**config.mk**
```make
export PLATFORM = sky130hd
export DESIGN_NAME = shared_port_ctrl
export DESIGN_NICKNAME = d
export VERILOG_FILES = /design/src/rtl/spc_pkg.sv /design/src/rtl/spc_regs.sv /design/src/rtl/spc_sync.sv /design/src/rtl/spc_pinmux.sv /design/src/rtl/shared_port_ctrl.sv
export SDC_FILE = /design/constraint.sdc
export NUM_CORES = 1
export LEC_CHECK = 0
export BUFFER_PORTS_ARGS = -buffer_cell sky130_fd_sc_hd__buf_4
export CAP_MARGIN = 20
export CORE_MARGIN = 5
export CORE_UTILIZATION = 54
export DETAILED_ROUTE_END_ITERATION = 8
export GPL_TIMING_DRIVEN = 0
export PLACE_DENSITY = 0.83
export SYNTH_ARGS = -nofsm -noshare
export SYNTH_HDL_FRONTEND = slang
export SYNTH_SLANG_ARGS = --single-unit
export TNS_END_PERCENT = 5
```
**constraint.sdc**
```tcl
create_clock -name clk -period 1.6 [get_ports clk]
set_clock_uncertainty 0.1 [all_clocks]
set_input_delay 0.24 -clock clk [delete_from_list [all_inputs] [get_ports clk]]
set_output_delay 0.24 -clock clk [all_outputs]
set_load 0.02 [all_outputs]
```
**src/rtl/spc_pkg.sv**
```systemverilog
package spc_pkg;
  localparam int unsigned WORD_W = 16;
  localparam int unsigned LANE_W = 8;
  typedef enum logic {
    SEL_DATA = 1'b0,
    SEL_CTRL = 1'b1
  } spc_sel_e;
endpackage

```
**src/rtl/spc_regs.sv**
```systemverilog
module spc_regs #(
  parameter int unsigned PINS = 8,
  parameter logic [PINS-1:0] OWN_MASK = 8'b0111_1011
) (
  input  logic                        clk,
  input  logic                        rst,
  input  logic                        wr_en,
  input  logic                        sel,
  input  logic [1:0]                  be,
  input  logic [spc_pkg::WORD_W-1:0]  wdata,
  output logic [PINS-1:0]             latch_q,
  output logic [PINS-1:0]             dir_q,
  output logic [PINS-1:0]             own_q
);
  localparam int unsigned HI = spc_pkg::LANE_W;

  logic wr_data, wr_dir, wr_own;
  assign wr_data = wr_en && (sel == spc_pkg::SEL_DATA) && be[0];
  assign wr_dir  = wr_en && (sel == spc_pkg::SEL_CTRL) && be[0];
  assign wr_own  = wr_en && (sel == spc_pkg::SEL_CTRL) && be[1];

  always_ff @(posedge clk) begin
    if (rst) begin
      latch_q <= '0;
      dir_q   <= '0;
      own_q   <= '0;
    end else begin
      if (wr_data) latch_q <= wdata[PINS-1:0];
      if (wr_dir)  dir_q   <= wdata[PINS-1:0];
      if (wr_own)  own_q   <= wdata[HI +: PINS] & OWN_MASK;
    end
  end

  // unimplemented ownership bits never become set
  a_r5_own_mask: assert property (@(posedge clk) disable iff (rst)
    1'b1 |=> ((own_q & ~OWN_MASK) == '0));
  // high lane on the data word leaves the latch untouched
  a_r8_hi_lane_ignored: assert property (@(posedge clk) disable iff (rst)
    (wr_en && sel == spc_pkg::SEL_DATA && !be[0]) |=> $stable(latch_q));
endmodule

```
**src/rtl/spc_sync.sv**
```systemverilog
module spc_sync #(
  parameter int unsigned W      = 8,
  parameter int unsigned STAGES = 2
) (
  input  logic         clk,
  input  logic         rst,
  input  logic [W-1:0] din,
  output logic [W-1:0] dout
);
  logic [W-1:0] chain [STAGES];

  always_ff @(posedge clk) begin
    if (rst) begin
      for (int s = 0; s < STAGES; s++) chain[s] <= '0;
    end else begin
      chain[0] <= din;
      for (int s = 1; s < STAGES; s++) chain[s] <= chain[s-1];
    end
  end

  assign dout = chain[STAGES-1];
endmodule

```
**src/rtl/spc_pinmux.sv**
```systemverilog
module spc_pinmux #(
  parameter int unsigned PINS = 8
) (
  input  logic            clk,
  input  logic            rst,
  input  logic [PINS-1:0] latch_q,
  input  logic [PINS-1:0] dir_q,
  input  logic [PINS-1:0] own_q,
  input  logic [PINS-1:0] per_out,
  input  logic [PINS-1:0] per_oe,
  output logic [PINS-1:0] pin_out,
  output logic [PINS-1:0] pin_oe
);
  for (genvar i = 0; i < PINS; i++) begin : g_pin
    always_ff @(posedge clk) begin
      if (rst) begin
        pin_out[i] <= 1'b0;
        pin_oe[i]  <= 1'b0;
      end else if (own_q[i]) begin
        pin_out[i] <= per_out[i];
        pin_oe[i]  <= per_oe[i];
      end else begin
        pin_out[i] <= latch_q[i];
        pin_oe[i]  <= dir_q[i];
      end
    end

    // a peripheral-owned pin follows the peripheral one cycle later
    a_r4_per_owns: assert property (@(posedge clk) disable iff (rst)
      own_q[i] |=> (pin_out[i] == $past(per_out[i]) && pin_oe[i] == $past(per_oe[i])));
    // a GPIO pin follows latch and direction one cycle later
    a_r2_gpio_owns: assert property (@(posedge clk) disable iff (rst)
      !own_q[i] |=> (pin_out[i] == $past(latch_q[i]) && pin_oe[i] == $past(dir_q[i])));
  end
endmodule

```
**src/rtl/shared_port_ctrl.sv**
```systemverilog
module shared_port_ctrl #(
  parameter int unsigned PINS        = 8,
  parameter int unsigned SYNC_STAGES = 2,
  parameter logic [PINS-1:0] OWN_MASK = 8'b0111_1011
) (
  input  logic        clk,
  input  logic        rst,
  input  logic        wr_en,
  input  logic        rd_en,
  input  logic        sel,
  input  logic [1:0]  be,
  input  logic [15:0] wdata,
  output logic [15:0] rdata,
  input  logic [7:0]  pin_in,
  output logic [7:0]  pin_out,
  output logic [7:0]  pin_oe,
  input  logic [7:0]  per_out,
  input  logic [7:0]  per_oe
);
  localparam int unsigned LW = spc_pkg::LANE_W;

  logic [PINS-1:0] latch_q, dir_q, own_q, pin_sync;
  logic [LW-1:0]   lvl_b, dir_b, own_b;

  spc_regs #(.PINS(PINS), .OWN_MASK(OWN_MASK)) u_regs (
    .clk(clk), .rst(rst), .wr_en(wr_en), .sel(sel), .be(be), .wdata(wdata),
    .latch_q(latch_q), .dir_q(dir_q), .own_q(own_q)
  );

  spc_sync #(.W(PINS), .STAGES(SYNC_STAGES)) u_sync (
    .clk(clk), .rst(rst), .din(pin_in[PINS-1:0]), .dout(pin_sync)
  );

  spc_pinmux #(.PINS(PINS)) u_mux (
    .clk(clk), .rst(rst), .latch_q(latch_q), .dir_q(dir_q), .own_q(own_q),
    .per_out(per_out[PINS-1:0]), .per_oe(per_oe[PINS-1:0]),
    .pin_out(pin_out[PINS-1:0]), .pin_oe(pin_oe[PINS-1:0])
  );

  if (PINS < LW) begin : g_pad
    assign pin_out[LW-1:PINS] = '0;
    assign pin_oe[LW-1:PINS]  = '0;
  end

  always_comb begin
    lvl_b = '0; dir_b = '0; own_b = '0;
    lvl_b[PINS-1:0] = pin_sync;
    dir_b[PINS-1:0] = dir_q;
    own_b[PINS-1:0] = own_q;
  end

  always_ff @(posedge clk) begin
    if (rst) rdata <= '0;
    else if (rd_en) rdata <= (sel == spc_pkg::SEL_CTRL) ? {own_b, dir_b} : {{LW{1'b0}}, lvl_b};
  end

  // outputs are quiet after a reset edge
  a_r1_reset_quiet: assert property (@(posedge clk)
    rst |=> (pin_oe == '0 && pin_out == '0 && rdata == '0));
  // read data holds without a read strobe
  a_r10_rdata_hold: assert property (@(posedge clk) disable iff (rst)
    !rd_en |=> $stable(rdata));
  // data word high byte reads zero
  a_r8_data_hi_zero: assert property (@(posedge clk) disable iff (rst)
    (rd_en && sel == spc_pkg::SEL_DATA) |=> (rdata[15:8] == 8'h00));
  // unimplemented ownership bits read zero
  a_r5_read_zero: assert property (@(posedge clk) disable iff (rst)
    (rd_en && sel == spc_pkg::SEL_CTRL) |=> (rdata[15] == 1'b0 && rdata[10] == 1'b0));
endmodule

```
Word level (Yosys, flattened, before mapping)
Memory sizes are Yosys's and may differ from the RTL's.
Index checks and enable logic that the tools add are counted.

word-level totals
  memories = 1
  bits in read-only memories = 0
  latch bits = 0
  bits in registers = 54
  bits in writable memories = 16

memories
  name          words  bits a word  read ports  clocked after memory_dff  wr ports  line            source
  u_sync.chain  2      8            2           0                         2         spc_sync.sv:10  logic [W-1:0] chain [STAGES];

operators by class
  $lt $le $gt $ge = 0
  multipliers = 0
  shifts and indexed selects = 0
  reductions and logical operators = 5
  equal/unequal tests = 0
  add/subtract/negate cells = 0
  bitwise operators = 3
  div/mod/pow operators = 0
  multiplexer cells = 18

operators by type and width
  operator           count
  8-bit 2-to-1 mux   2
  1-bit 2-to-1 mux   15
  15-bit 2-to-1 mux  1
  1-bit logical AND  5
  1-bit bitwise OR   2
  1-bit NOT          1

Longest topological paths before layout
Gate-level depths: netlist of run 1.

  depth after elaboration = 3
  mapped depth = 4
  gate-level depth less buffers = 2

Cells and area by module
From an unflattened synthesis of run 1, not the netlist that was laid out.

unflattened totals
  cells, all modules = 255
  area, all modules = 2776.4 um2

by module, submodules not included
  module            cells each  area each (um2)  instances
  spc_regs          93          979.7            1
  shared_port_ctrl  71          675.6            1
  spc_pinmux        50          596.8            1
  spc_sync          41          524.3            1

Worst setup path after synthesis of run 1
No wires, ideal clock.

  kind = input port to flip-flop
  start = in sel
  end = reg u_regs.dir_q[0]
  arrival time = 831 ps
  data required time = 1428 ps
  stages on the path = 4
  path slack = 597 ps
  setup time = 72 ps
  path through = buf_6 > and3_1 > buf_4 > mux2i_1

on the way
  longest elaborated chain between the ends = 2

RTL lines
  item                            line                    source
  from (decl)                     shared_port_ctrl.sv:10  input logic sel,
  1-bit logical AND (2 in a row)  spc_regs.sv:19          assign wr_dir = wr_en && (sel == spc_pkg::SEL_CTRL) && be[0];
  to (signal assigned)            spc_regs.sv:29          if (wr_dir) dir_q <= wdata[PINS-1:0];
  to (decl)                       spc_regs.sv:12          output logic [PINS-1:0] dir_q,

No other way between the ends.
A chain may end at the register's enable or synchronous reset.

Worst setup path after layout of run 1
  start = in rst
  end = reg u_mux.pin_out[1]

RTL lines
  item                             line                   source
  from (decl)                      shared_port_ctrl.sv:7  input logic rst,
  to (signal, indexed assignment)  spc_pinmux.sv:20       pin_out[i] <= per_out[i];
  to (signal, indexed assignment)  spc_pinmux.sv:23       pin_out[i] <= latch_q[i];
  to (decl)                        spc_pinmux.sv:11       output logic [PINS-1:0] pin_out,

No word-level cell between the ends.

==> results of run 1 <==
==> area by class of cell <==
| class | instances | area [um2] |
|---|---|---|
| flip-flops and latches | 68 | 1360 |
| fillers | 367 | 1320 |
| multi-input cells | 146 | 1030 |
| repair buffers | 70 | 533 |
| clock buffers | 13 | 149 |
| plain buffers | 17 | 149 |
| well taps | 54 | 67.6 |
| clock inverters | 2 | 35.0 |
| inverters | 4 | 15.0 |
==> registers in the layout, summed over array words and instances, names as in the netlist <==
register	cells
u_regs.latch_q	8
u_sync.chain	16
u_regs.dir_q	8
rdata	14
u_mux.pin_out	8
u_regs.own_q	6
u_mux.pin_oe	8
==> routing by layer <==
layer  track usage (%)  wire length [um]  part of all wire (%)
met1              22.7              2370                    42
met2              32.2              2740                    49
met3              6.12               350                   6.2
met4              8.57               140                   2.5
met5                 0                 0                     0
==> logic make-up (layout without fill, tap and decap cells) <==
| group | Yosys count | count (layout) |
|---|---|---|
| AOI/OAI and AO/OA | 14 | 14 |
| buffers and inverters | 21 | 106 |
| DFF | 68 | 68 |
| muxes | 42 | 42 |
| other | 1 | 2 |
| and+or+nand+nor | 88 | 88 |
==> critical path, delay by kind of cell <==
kind,cells,cell delay [ns]
and+or+nand+nor,1,0.08
buffers and inverters,3,1.01
==> cells in the final DEF (no fill, tap or decap) <==
master	n
sky130_fd_sc_hd__clkbuf_1	7
sky130_fd_sc_hd__and3_2	1
sky130_fd_sc_hd__a21oi_1	6
sky130_fd_sc_hd__and3_1	1
sky130_fd_sc_hd__dlygate4sd3_1	3
sky130_fd_sc_hd__nand3b_4	1
sky130_fd_sc_hd__dfxtp_1	68
sky130_fd_sc_hd__a211oi_2	1
sky130_fd_sc_hd__buf_4	71
sky130_fd_sc_hd__bufinv_16	1
sky130_fd_sc_hd__and3b_2	1
sky130_fd_sc_hd__clkinv_2	1
sky130_fd_sc_hd__conb_1	2
sky130_fd_sc_hd__buf_2	1
sky130_fd_sc_hd__clkbuf_8	10
sky130_fd_sc_hd__buf_6	7
sky130_fd_sc_hd__buf_12	1
sky130_fd_sc_hd__nand3_1	6
sky130_fd_sc_hd__nor2b_1	16
sky130_fd_sc_hd__mux2i_1	42
sky130_fd_sc_hd__nand2b_1	42
sky130_fd_sc_hd__nor2_1	20
sky130_fd_sc_hd__a211oi_1	7
sky130_fd_sc_hd__inv_1	4
==> metrics by stage <==
stage | hold slack [ns] | area, um2 | util, % | total power [W] | cells
after detailed placement | 0.324 | 3130 | 67.2 | 0.00218 | 356
after global routing | 0.0297 | 3340 | 71.8 | 0.00364 | 374
final | 0.0178 | 3340 | 71.8 | 0.00350 | 374
after floorplan | 0.268 | 2560 | - | 0.00202 | 235
after global placement | 0.316 | 3130 | 67.2 | 0.00217 | 356
after CTS | 0.00507 | 3340 | 71.8 | 0.00353 | 374
==> power groups by stage <==
stage / Sequential (W) / Combinational, W / Clock [W]
floorplan: 0.00185 / 0.000176 / 0
global placement: 0.00182 / 0.000345 / 0
detailed placement: 0.00183 / 0.000352 / 0
CTS: 0.00179 / 0.000360 / 0.00138
global route: 0.00179 / 0.000389 / 0.00146
finish: 0.00179 / 0.000357 / 0.00135
==> worst paths after layout <==
path	slack (ns)	endpoint	startpoint	cells after the start
hold / removal	0.02	u_sync.chain[0][0]	pin_in[0]	2
setup reg to reg	0.67	u_mux.pin_oe[1]	u_regs.own_q[1]	2
hold reg to reg	0.34	u_sync.chain[0][9]	u_sync.chain[0][1]	1
setup / recovery	0.39	u_mux.pin_out[1]	rst	4
==> impl_summary.txt, run 1 <==
----------------------------------------------------
[Synth]
  Synth Flop Type ... sky130_fd_sc_hd__dfxtp_1
  Area fraction of the dominant cell type after synthesis ... roughly 53%
  Commonest cells in the synthesized netlist ... sky130_fd_sc_hd__dfxtp_1 (68), sky130_fd_sc_hd__mux2i_1 (42), sky130_fd_sc_hd__nand2b_1 (42), sky130_fd_sc_hd__nor2_1 (20), sky130_fd_sc_hd__nor2b_1 (16)
  Largest family of logic cells by synthesized area ... simple AND/OR/NAND/NOR gates
  Fraction of synthesized cell area in xor and xnor cells ... 0%
  Cell count after synthesis ... 234
  Post-synthesis register bit count ... 68
  Fraction of registers with async set/reset ... 0%
  Number of enable-type register cells in the synthesized netlist ... 0
  Post-synthesis adder-cell area fraction ... 0%
  Top-count cell post-synth ... sky130_fd_sc_hd__dfxtp_1
  Distinct cells, synth ... 20
  Area share of and/or/nand/nor cells after synthesis ... 20.0%
  Average size of a mapped cell ... between 10 and 15 um2
  Multiplexer fraction of the synthesized cell area ... between 15 and 20%
  Top post-synthesis cells by area ... sky130_fd_sc_hd__dfxtp_1 (53%), sky130_fd_sc_hd__mux2i_1 (16%), sky130_fd_sc_hd__nand2b_1 (10%), sky130_fd_sc_hd__nor2b_1 (3.9%), sky130_fd_sc_hd__buf_6 (3.1%)
  Seq/Total Area, Yosys ... 53.3%
  Cell taking the most area after synthesis ... sky130_fd_sc_hd__dfxtp_1
  Post-synthesis cell area ... 2560 um2
  Synth warn ... 0
  Complex-gate fraction of the synthesized area ... 3.72%

[Final layout]
  Ratio of cells with drive above 1 in the final layout ... 30.0%
  Area delta synth->final ... 30.8%
  Total number of nets in the final design ... 363
  Number of antenna cells inserted ... 0

[Power and ir drop]
  Leakage component of the power ... between 1 and 1.5 nW
  Switching share of power ... 22.6%
  Sequential cell fraction of total power ... 51.1%
  P per Cell Area ... 1050 nW/um2
  Part of the total power dissipated in the clock network ... about two fifths
  Net switching power of the design ... 0.000790 W
  Logic pwr share ... 10.2%
  Internal power ... 0.00271 W
  Max rail drop VDD ... 0.000661 V

[Worst setup path]
  Endpoint arrival time on the critical path ... about 1.3 ns
  Crit-path max cell delay ... 0.61 ns
  Crit-path max FO ... 10
  Worst path required time ... 1.72 ns
  Cells along the critical path ... dlygate4sd3_1, buf_6, buf_2, nor2_1
  Worst-path cell with the longest stage delay ... sky130_fd_sc_hd__dlygate4sd3_1
  Endpoint kind of the worst setup timing path ... register
  Crit start category ... input pin
  Worst Path Class, Setup ... input pin to register

[STA]
  Final cycle utilization of the critical path ... 75.6%
  Setup repair after global routing missed its margin ... no
  Total setup violations reported at the end of the flow ... 0
  Number of endpoints with negative hold slack in the final report ... 0
  Fin crit period ... 1.21 ns
  Final number of max-transition violations ... 0
  Final worst slack ... 0.391 ns
  Setup_tns ... 0 ns
  Maximum achievable frequency ... 827 MHz

[CTS]
  Clock Sink Count ... a little under 70
  Buffer cell driving the clock tree root ... sky130_fd_sc_hd__clkbuf_8
  Clock transition at path regs ... 0.07 ns
  Clock tree from TritonCTS ... yes
  Quantity of hold-fixing buffers added after cts ... 3
  Number of gates resized after cts ... 0
  Number of clock buffers inserted by TritonCTS ... 9
  Post-CTS setup buffer count ... 0
  Longest Clk Path Bufs ... 2
  Worst-skew pair later-pin latency ... between 0.3 and 0.4 ns
  Count of H-tree levels built during CTS ... 3

[Place]
  HPWL after detailed placement ... 4030 um
  Count of buffers inserted at the top-level ports ... 67
  Worst setup slack after placement ... 0.489 ns
  Global placement routability congestion ... 0.796

[Detailed routing]
  Antenna-violating nets left ... 0
  Pre-Repair DR Iteration Count ... 4
  Final routed wirelength across all metal layers ... 5600 um
  Wire per inst ... 15.0 um
  Via density per instance ... 4.99
  Initial detailed-routing violation count ... 67
  Drc violations ... 0
  Detailed-route via count ... 1867

[Floorplanning]
  Y dimension of the die ... 78.8 um
  Count of pins on the block boundary ... 79
  Horizontal die dimension ... between 70 and 80 um
  Effective utilization at floorplan ... ~55%
  Die outline area ... 6210 um2
  Area of the core ... approximately 4700 um2
  Row Count ... 25

[Global routing]
  Pin count of the biggest net entering global routing ... 11
  Number of antenna violations at the first check in global routing ... 0
  Total grt overflow ... 0
  Global routing usage summed across all routing layers ... 19.3%
  Vias in the first global route ... 1902
  Wire length of the first global-routing pass ... 8990 um

[Min path]
  Class of the most critical hold timing path ... input pin to register

[Run]
  Max Cap Viol ... 0

[Outcome]
  Status ... finished, final reports clean

----------------------------------------------------
No activity file was read; power rests on OpenSTA's default activity.
==> run 2, diff against run 1 <==
Settings changed: ABC_AREA set to 1, CORE_UTILIZATION 54 to 50, PLACE_DENSITY 0.83 to 0.77.
Clock period 1.6 ns to 1.3 ns, I/O delays scaled along.
==> impl_summary.txt, run 2 <==
----------------------------------------------------
[Min path]
  Worst hold path stage count ... 3
  Launch point of the worst hold path ... per_out[3]
  Class of the most critical hold timing path ... input pin to register

[Place]
  HPWL after detailed placement ... 4220 um
  Placed cells ... 472
  Global placement routability congestion ... 0.837
  Dpl cell area ... between 3000 and 4000 um2
  Count of buffers inserted at the top-level ports ... 69

[Power and ir drop]
  Net switching power of the design ... 0.00111 W
  Post-layout power ... roughly 0.0044 W
  Logic pwr share ... about 14%
  P per Cell Area ... 1240 nW/um2
  Internal power ... about 0.0033 W
  Sequential cell fraction of total power ... between 50 and 60%
  Switching share of power ... 25.3%
  Max rail drop VDD ... 0.000838 V
  Part of the total power dissipated in the clock network ... 34.8%
  Leakage component of the power ... 1.82 nW

[Floorplanning]
  Die outline area ... 6580 um2
  Horizontal die dimension ... between 80 and 90 um
  Row Count ... 25
  Y dimension of the die ... between 80 and 90 um
  Area of the core ... 4820 um2
  Count of pins on the block boundary ... 79
  Effective utilization at floorplan ... 52.5%

[Worst setup path]
  Crit-path max cell delay ... 0.36 ns
  Endpoint arrival time on the critical path ... 0.86 ns
  CP Depth ... 1
  Worst Reg2Reg Path Length in Cells ... 3
  Crit start category ... register
  Kind of cell adding the most delay to the critical path ... flip-flops
  Buffering stage count on the worst path with inverters included ... 1
  Worst-path cell with the longest stage delay ... sky130_fd_sc_hd__dfxtp_1
  Crit-path max FO ... 2
  Critical path launch point ... rdata[14]
  Worst reg2reg startpoint ... u_regs.own_q[4]
  Cells along the critical path ... buf_4
  Endpoint kind of the worst setup timing path ... output pin
  Worst Path Class, Setup ... register to output pin
  Worst path required time ... 1.00 ns

[Detailed routing]
  Antenna-violating nets left ... 0
  Drc violations ... 0
  Wire per inst ... 12.3 um
  Pre-Repair DR Iteration Count ... 4
  Via density per instance ... 4.49
  Final routed wirelength across all metal layers ... between 6000 and 7000 um
  Detailed-route via count ... 2292
  Initial detailed-routing violation count ... approximately 120

[Final layout]
  Leading cell type in the layout, fill and taps excluded ... sky130_fd_sc_hd__nor2_1
  Number of flip-flops in the largest register ... 16
  Total number of nets in the final design ... 485
  Ratio of cells with drive above 1 in the final layout ... 23.8%
  Largest registers ... u_sync.chain x16, rdata x14
  Area delta synth->final ... 39.4%
  Biggest register ... u_sync.chain
  Leading cell types in the layout, fill and taps excluded ... sky130_fd_sc_hd__nor2_1 (86), sky130_fd_sc_hd__buf_4 (71), sky130_fd_sc_hd__dfxtp_1 (68)
  Count of placed standard cells in the final layout, fillers left out ... just over 500
  Area of all placed cells without fillers ... approximately 3500 um2

[CTS]
  Clock transition at path regs ... 0.07 ns
  Longest Clk Path Bufs ... 2
  Count of H-tree levels built during CTS ... 3
  Buffer cell driving the clock tree root ... sky130_fd_sc_hd__clkbuf_8
  Clock Sink Count ... 68
  Post-CTS setup buffer count ... 0
  Clock tree from TritonCTS ... yes
  Worst-skew pair later-pin latency ... 0.34 ns
  Number of clock buffers inserted by TritonCTS ... 9

[Global routing]
  Wire length of the first global-routing pass ... 10200 um
  Global routing usage summed across all routing layers ... 21.0%
  Number of antenna violations at the first check in global routing ... 0
  Vias in the first global route ... 2248
  Total grt overflow ... 0
  Pin count of the biggest net entering global routing ... 11

[Outcome]
  Status ... finished, final reports clean

[Synth]
  Largest family of logic cells by synthesized area ... simple AND/OR/NAND/NOR gates
  Synth Flop Type ... sky130_fd_sc_hd__dfxtp_1
  Complex-gate fraction of the synthesized area ... 7.13%
  Distinct cells, synth ... 17
  Area fraction of the dominant cell type after synthesis ... 53.8%
  Cell taking the most area after synthesis ... sky130_fd_sc_hd__dfxtp_1
  Multiplexer fraction of the synthesized cell area ... 0%
  Synth warn ... 0
  Post-synthesis cell area ... 2530 um2
  Fraction of registers with async set/reset ... 0%
  Average size of a mapped cell ... approximately 7.5 um2
  Post-synthesis adder-cell area fraction ... 0%
  Cell count after synthesis ... 335
  Top post-synthesis cells by area ... sky130_fd_sc_hd__dfxtp_1 (54%), sky130_fd_sc_hd__nor2_1 (13%), sky130_fd_sc_hd__nand2_1 (9.5%), sky130_fd_sc_hd__inv_1 (7.1%), sky130_fd_sc_hd__a21oi_1 (3.6%)
  Number of enable-type register cells in the synthesized netlist ... 0
  Area share of and/or/nand/nor cells after synthesis ... 26.6%
  Fraction of synthesized cell area in xor and xnor cells ... 0%
  Post-synthesis register bit count ... 68
  Seq/Total Area, Yosys ... 53.8%
  Top-count cell post-synth ... sky130_fd_sc_hd__nor2_1
  Commonest cells in the synthesized netlist ... sky130_fd_sc_hd__nor2_1 (86), sky130_fd_sc_hd__dfxtp_1 (68), sky130_fd_sc_hd__nand2_1 (64), sky130_fd_sc_hd__inv_1 (48)

[STA]
  Maximum achievable frequency ... 867 MHz
  Total setup violations reported at the end of the flow ... 0
  Number of endpoints with negative hold slack in the final report ... 0
  Final number of max-transition violations ... 0
  Final cycle utilization of the critical path ... 88.7%
  Setup_tns ... 0 ns
  Setup repair after global routing missed its margin ... no
  Fin crit period ... between 1 and 1.5 ns

[Run]
  Max Cap Viol ... 0

----------------------------------------------------
==> run 2: cell families (layout without fill, tap and decap cells) <==
logic type      count (synthesis)  after routing
compound gates                 36             36
buf+inv                        65            171
flops                          68             68
other cells                     1              3
simple gates                  165            165
==> run 2: per-stage QoR <==
stage | hold slack, ns | setup WS (ns) | util (%)
floorplan | 0.202 | 0.347 | -
global placement | 0.291 | 0.0742 | 65.1
detailed placement | 0.293 | 0.0169 | 65.1
CTS | 0.0240 | 0.161 | 73.1
global route | 0.0428 | 0.123 | 73.1
finish | 0.0333 | 0.147 | 73.2
==> run 2: area by class of cell <==
type                    instances  area, um2
diodes                          1       2.50
plain buffers                  16        121
clock buffers                  13        159
clock inverters                 2       10.0
fillers                       406       1290
inverters                      49        189
multi-input cells             203        861
flip-flops and latches         68       1360
well taps                      67       83.8
repair buffers                 91        738
==> run 2: power groups by stage <==
stage                     combinational [W]  sequential [W]  clock, W
after detailed placement           0.000559         0.00228         0
final                              0.000617         0.00223   0.00152
after global routing               0.000683         0.00224   0.00165
after global placement             0.000551         0.00228         0
after CTS                          0.000618         0.00223   0.00154
after floorplan                    0.000254         0.00234         0
==> run 2: worst paths after layout <==
kind                         to  slack (ns)
max                   rdata[14]        0.15
max reg2reg     u_mux.pin_oe[4]        0.40
min reg2reg  u_sync.chain[0][8]        0.30
min            u_mux.pin_out[3]        0.03
==> run 2: repair_timing <==
| action | CTS | global route |
|---|---|---|
| hold buffers | 22 | 0 |
| gates resized for setup | 0 | 0 |
| hold endpoints to repair | 23 | 0 |
==> run 2: metal layers <==
layer | GRT usage (%) | routed length [um]
met2 | 35.0 | 2990
met5 | 0 | 0
met4 | 9.12 | 96
met3 | 6.43 | 482
met1 | 25.0 | 2690
==> run 3, diff against run 2 <==
Settings changed: CORE_UTILIZATION 50 to 52, PLACE_DENSITY 0.77 to 0.78, SYNTH_HIERARCHICAL set to 1.
==> impl_summary.txt, run 3 <==
----------------------------------------------------
[Synth]
  Seq/Total Area, Yosys ... 48.5%
  Complex-gate fraction of the synthesized area ... 1.39%
  Synth warn ... 6
  Post-synthesis register bit count ... 70
  Post-synthesis cell area ... 2890 um2
  Fraction of synthesized cell area in xor and xnor cells ... 0%
  Synth Flop Type ... sky130_fd_sc_hd__dfxtp_1
  Area share of and/or/nand/nor cells after synthesis ... 33.0%
  Multiplexer fraction of the synthesized cell area ... 0%
  Distinct cells, synth ... 17
  Cell taking the most area after synthesis ... sky130_fd_sc_hd__dfxtp_1
  Cell count after synthesis ... 406
  Number of enable-type register cells in the synthesized netlist ... 0
  Fraction of registers with async set/reset ... 0%
  Post-synthesis adder-cell area fraction ... 0%
  Commonest cells in the synthesized netlist ... sky130_fd_sc_hd__nand2_1 (107), sky130_fd_sc_hd__nor2_1 (94), sky130_fd_sc_hd__dfxtp_1 (70), sky130_fd_sc_hd__inv_1 (64), sky130_fd_sc_hd__nand3_1 (17)
  Top-count cell post-synth ... sky130_fd_sc_hd__nand2_1
  Top post-synthesis cells by area ... sky130_fd_sc_hd__dfxtp_1 (49%), sky130_fd_sc_hd__nand2_1 (14%), sky130_fd_sc_hd__nor2_1 (12%), sky130_fd_sc_hd__inv_1 (8.3%), sky130_fd_sc_hd__nor2_2 (3.0%)
  Average size of a mapped cell ... 7.11 um2
  Largest family of logic cells by synthesized area ... simple AND/OR/NAND/NOR gates
  Area fraction of the dominant cell type after synthesis ... 48.5%

[Final layout]
  Leading cell types in the layout, fill and taps excluded ... sky130_fd_sc_hd__nand2_1 (107), sky130_fd_sc_hd__nor2_1 (94), sky130_fd_sc_hd__buf_4 (86)
  Leading cell type in the layout, fill and taps excluded ... sky130_fd_sc_hd__nand2_1
  Largest registers ... rdata x16, u_sync/chain x16
  Ratio of cells with drive above 1 in the final layout ... 25.8%
  Count of placed standard cells in the final layout, fillers left out ... 591
  Number of antenna cells inserted ... 0
  Final-layout fill cell count ... about 430
  Area delta synth->final ... 37.7%
  Total number of nets in the final design ... 561

[Detailed routing]
  Pre-Repair DR Iteration Count ... 4
  Wire per inst ... about 12 um
  Final routed wirelength across all metal layers ... 6860 um
  Via density per instance ... 4.42
  Drc violations ... 0
  Detailed-route via count ... between 2000 and 3000
  Antenna-violating nets left ... 0
  Initial detailed-routing violation count ... 167

[CTS]
  Number of gates resized after cts ... 0
  Clock tree from TritonCTS ... yes
  Clock Sink Count ... 70
  Buffer cell driving the clock tree root ... sky130_fd_sc_hd__clkbuf_8
  Longest Clk Path Bufs ... 2
  Number of clock buffers inserted by TritonCTS ... 9
  Count of H-tree levels built during CTS ... 3
  Clock transition at path regs ... ~0.070 ns
  Worst-skew pair later-pin latency ... roughly 0.34 ns

[Worst setup path]
  Kind of cell adding the most delay to the critical path ... flip-flops
  Worst path required time ... 1.00 ns
  CP Depth ... 1
  Worst Path Class, Setup ... register to output pin
  Cells along the critical path ... buf_4
  Crit-path max FO ... 2
  Worst-path cell with the longest stage delay ... sky130_fd_sc_hd__dfxtp_1
  Buffering stage count on the worst path with inverters included ... 1
  Worst Reg2Reg Path Length in Cells ... 4
  Crit start category ... register
  Endpoint kind of the worst setup timing path ... output pin
  Endpoint arrival time on the critical path ... between 0.8 and 0.9 ns
  Crit-path max cell delay ... 0.38 ns

[Floorplanning]
  Horizontal die dimension ... 84.5 um
  Row Count ... 27
  Y dimension of the die ... 84.5 um
  Die outline area ... about 7100 um2
  Area of the core ... 5440 um2
  Count of pins on the block boundary ... 79
  Effective utilization at floorplan ... 53.1%

[Outcome]
  Status ... finished, final reports clean

[STA]
  Final number of max-transition violations ... 0
  Worst relative slew slack ... 65.8%
  Actual slew at the worst max-slew pin ... around 0.51 ns
  Total setup violations reported at the end of the flow ... 0
  Maximum achievable frequency ... between 800 and 900 MHz
  Setup_tns ... 0 ns
  Final cycle utilization of the critical path ... 90.1%
  Number of endpoints with negative hold slack in the final report ... 0
  Setup repair after global routing missed its margin ... no
  Fin crit period ... 1.17 ns

[Power and ir drop]
  Part of the total power dissipated in the clock network ... 39.2%
  Switching share of power ... 24.5%
  P per Cell Area ... 1240 nW/um2
  Internal power ... approximately 0.0037 W
  Leakage component of the power ... ~2.1 nW
  Net switching power of the design ... 0.00121 W
  Sequential cell fraction of total power ... 46.9%
  Post-layout power ... 0.00493 W
  Max rail drop VDD ... ~0.00099 V
  Logic pwr share ... 13.8%

[Global routing]
  Wire length of the first global-routing pass ... 11800 um
  Vias in the first global route ... 2685
  Global routing usage summed across all routing layers ... 20.6%
  Total grt overflow ... 0
  Pin count of the biggest net entering global routing ... 13
  Number of antenna violations at the first check in global routing ... 0

[Run]
  Max Cap Viol ... 0

[Min path]
  Worst hold path stage count ... 3
  Class of the most critical hold timing path ... input pin to register

[Place]
  Global placement routability congestion ... 0.771
  Placed cells ... roughly 550
  HPWL after detailed placement ... between 4000 and 5000 um
  Count of buffers inserted at the top-level ports ... 75

----------------------------------------------------
==> run 3: cell types whose count changed in the layout (fill, tap and decap cells not counted), sizes merged, moves of 8 or more <==
cell,before,now
nand2,68,108
nor2,86,108
nand3,11,19
a21oi,18,8
inv,49,68
buf,83,98
o21ai,18,0
==> run 3: cell type report <==
cell class                 instances  area (um2)  area share, %
multi-input combinational        245        1000           25.2
clock buffer                      10         138           3.46
tap                               72        90.1           2.27
sequential                        70        1400           35.2
inverter                          67         251           6.32
buffer                            25         238           5.98
clock inverter                     6        83.8           2.11
timing repair buffer              96         773           19.4
==> run 3: cells by family (layout without fill, tap and decap cells) <==
kind of cell / Yosys count / in the layout
AO/OA/AOI/OAI: 8 / 8
AND/OR/NAND/NOR: 235 / 235
buffers and inverters: 92 / 204
other: 1 / 2
flip-flops: 70 / 70
==> run 3: final timing paths <==
check	startpoint	to	slack (ns)
max	rdata[4]	rdata[4]	0.13
min	wdata[14]	u_regs/own_q[6]	0.02
min reg2reg	u_sync/chain[0][7]	u_sync/chain[0][15]	0.30
max reg2reg	u_regs/own_q[6]	u_regs/own_q[6]	0.34
==> run 3: repair_timing <==
item	in CTS	in global routing
setup buffers	0	0
endpoints found under the hold margin	26	0
hold buffers	21	0
==> run 3: metal layers <==
| metal | wire (um) | global-route usage [%] | part of all wire (%) |
|---|---|---|---|
| met5 | 0 | 0 | 0 |
| met4 | 140 | 7.63 | 2.0 |
| met2 | 3590 | 37.3 | 52 |
| met1 | 2780 | 22.6 | 40 |
| met3 | 358 | 6.18 | 5.2 |
==> run 3: per-stage QoR <==
step,hold slack [ns],area [um2],worst slack [ns],util [%]
finish,0.0169,3980,0.129,73.1
global route,0.0311,3980,0.0951,73.1
CTS,0.00806,3980,0.108,73.1
detailed placement,0.296,3540,0.0809,65.2
global placement,0.293,3540,0.119,65.2
floorplan,0.202,2890,0.437,-
==> run 3: power groups by stage <==
stage,Combinational (W),Sequential (W),Clock [W]
2_1_floorplan,0.000317,0.00241,0
3_3_place_gp,0.000611,0.00236,0
3_5_place_dp,0.000624,0.00236,0
4_1_cts,0.000680,0.00231,0.00197
5_1_grt,0.000761,0.00233,0.00204
6_report,0.000683,0.00231,0.00194
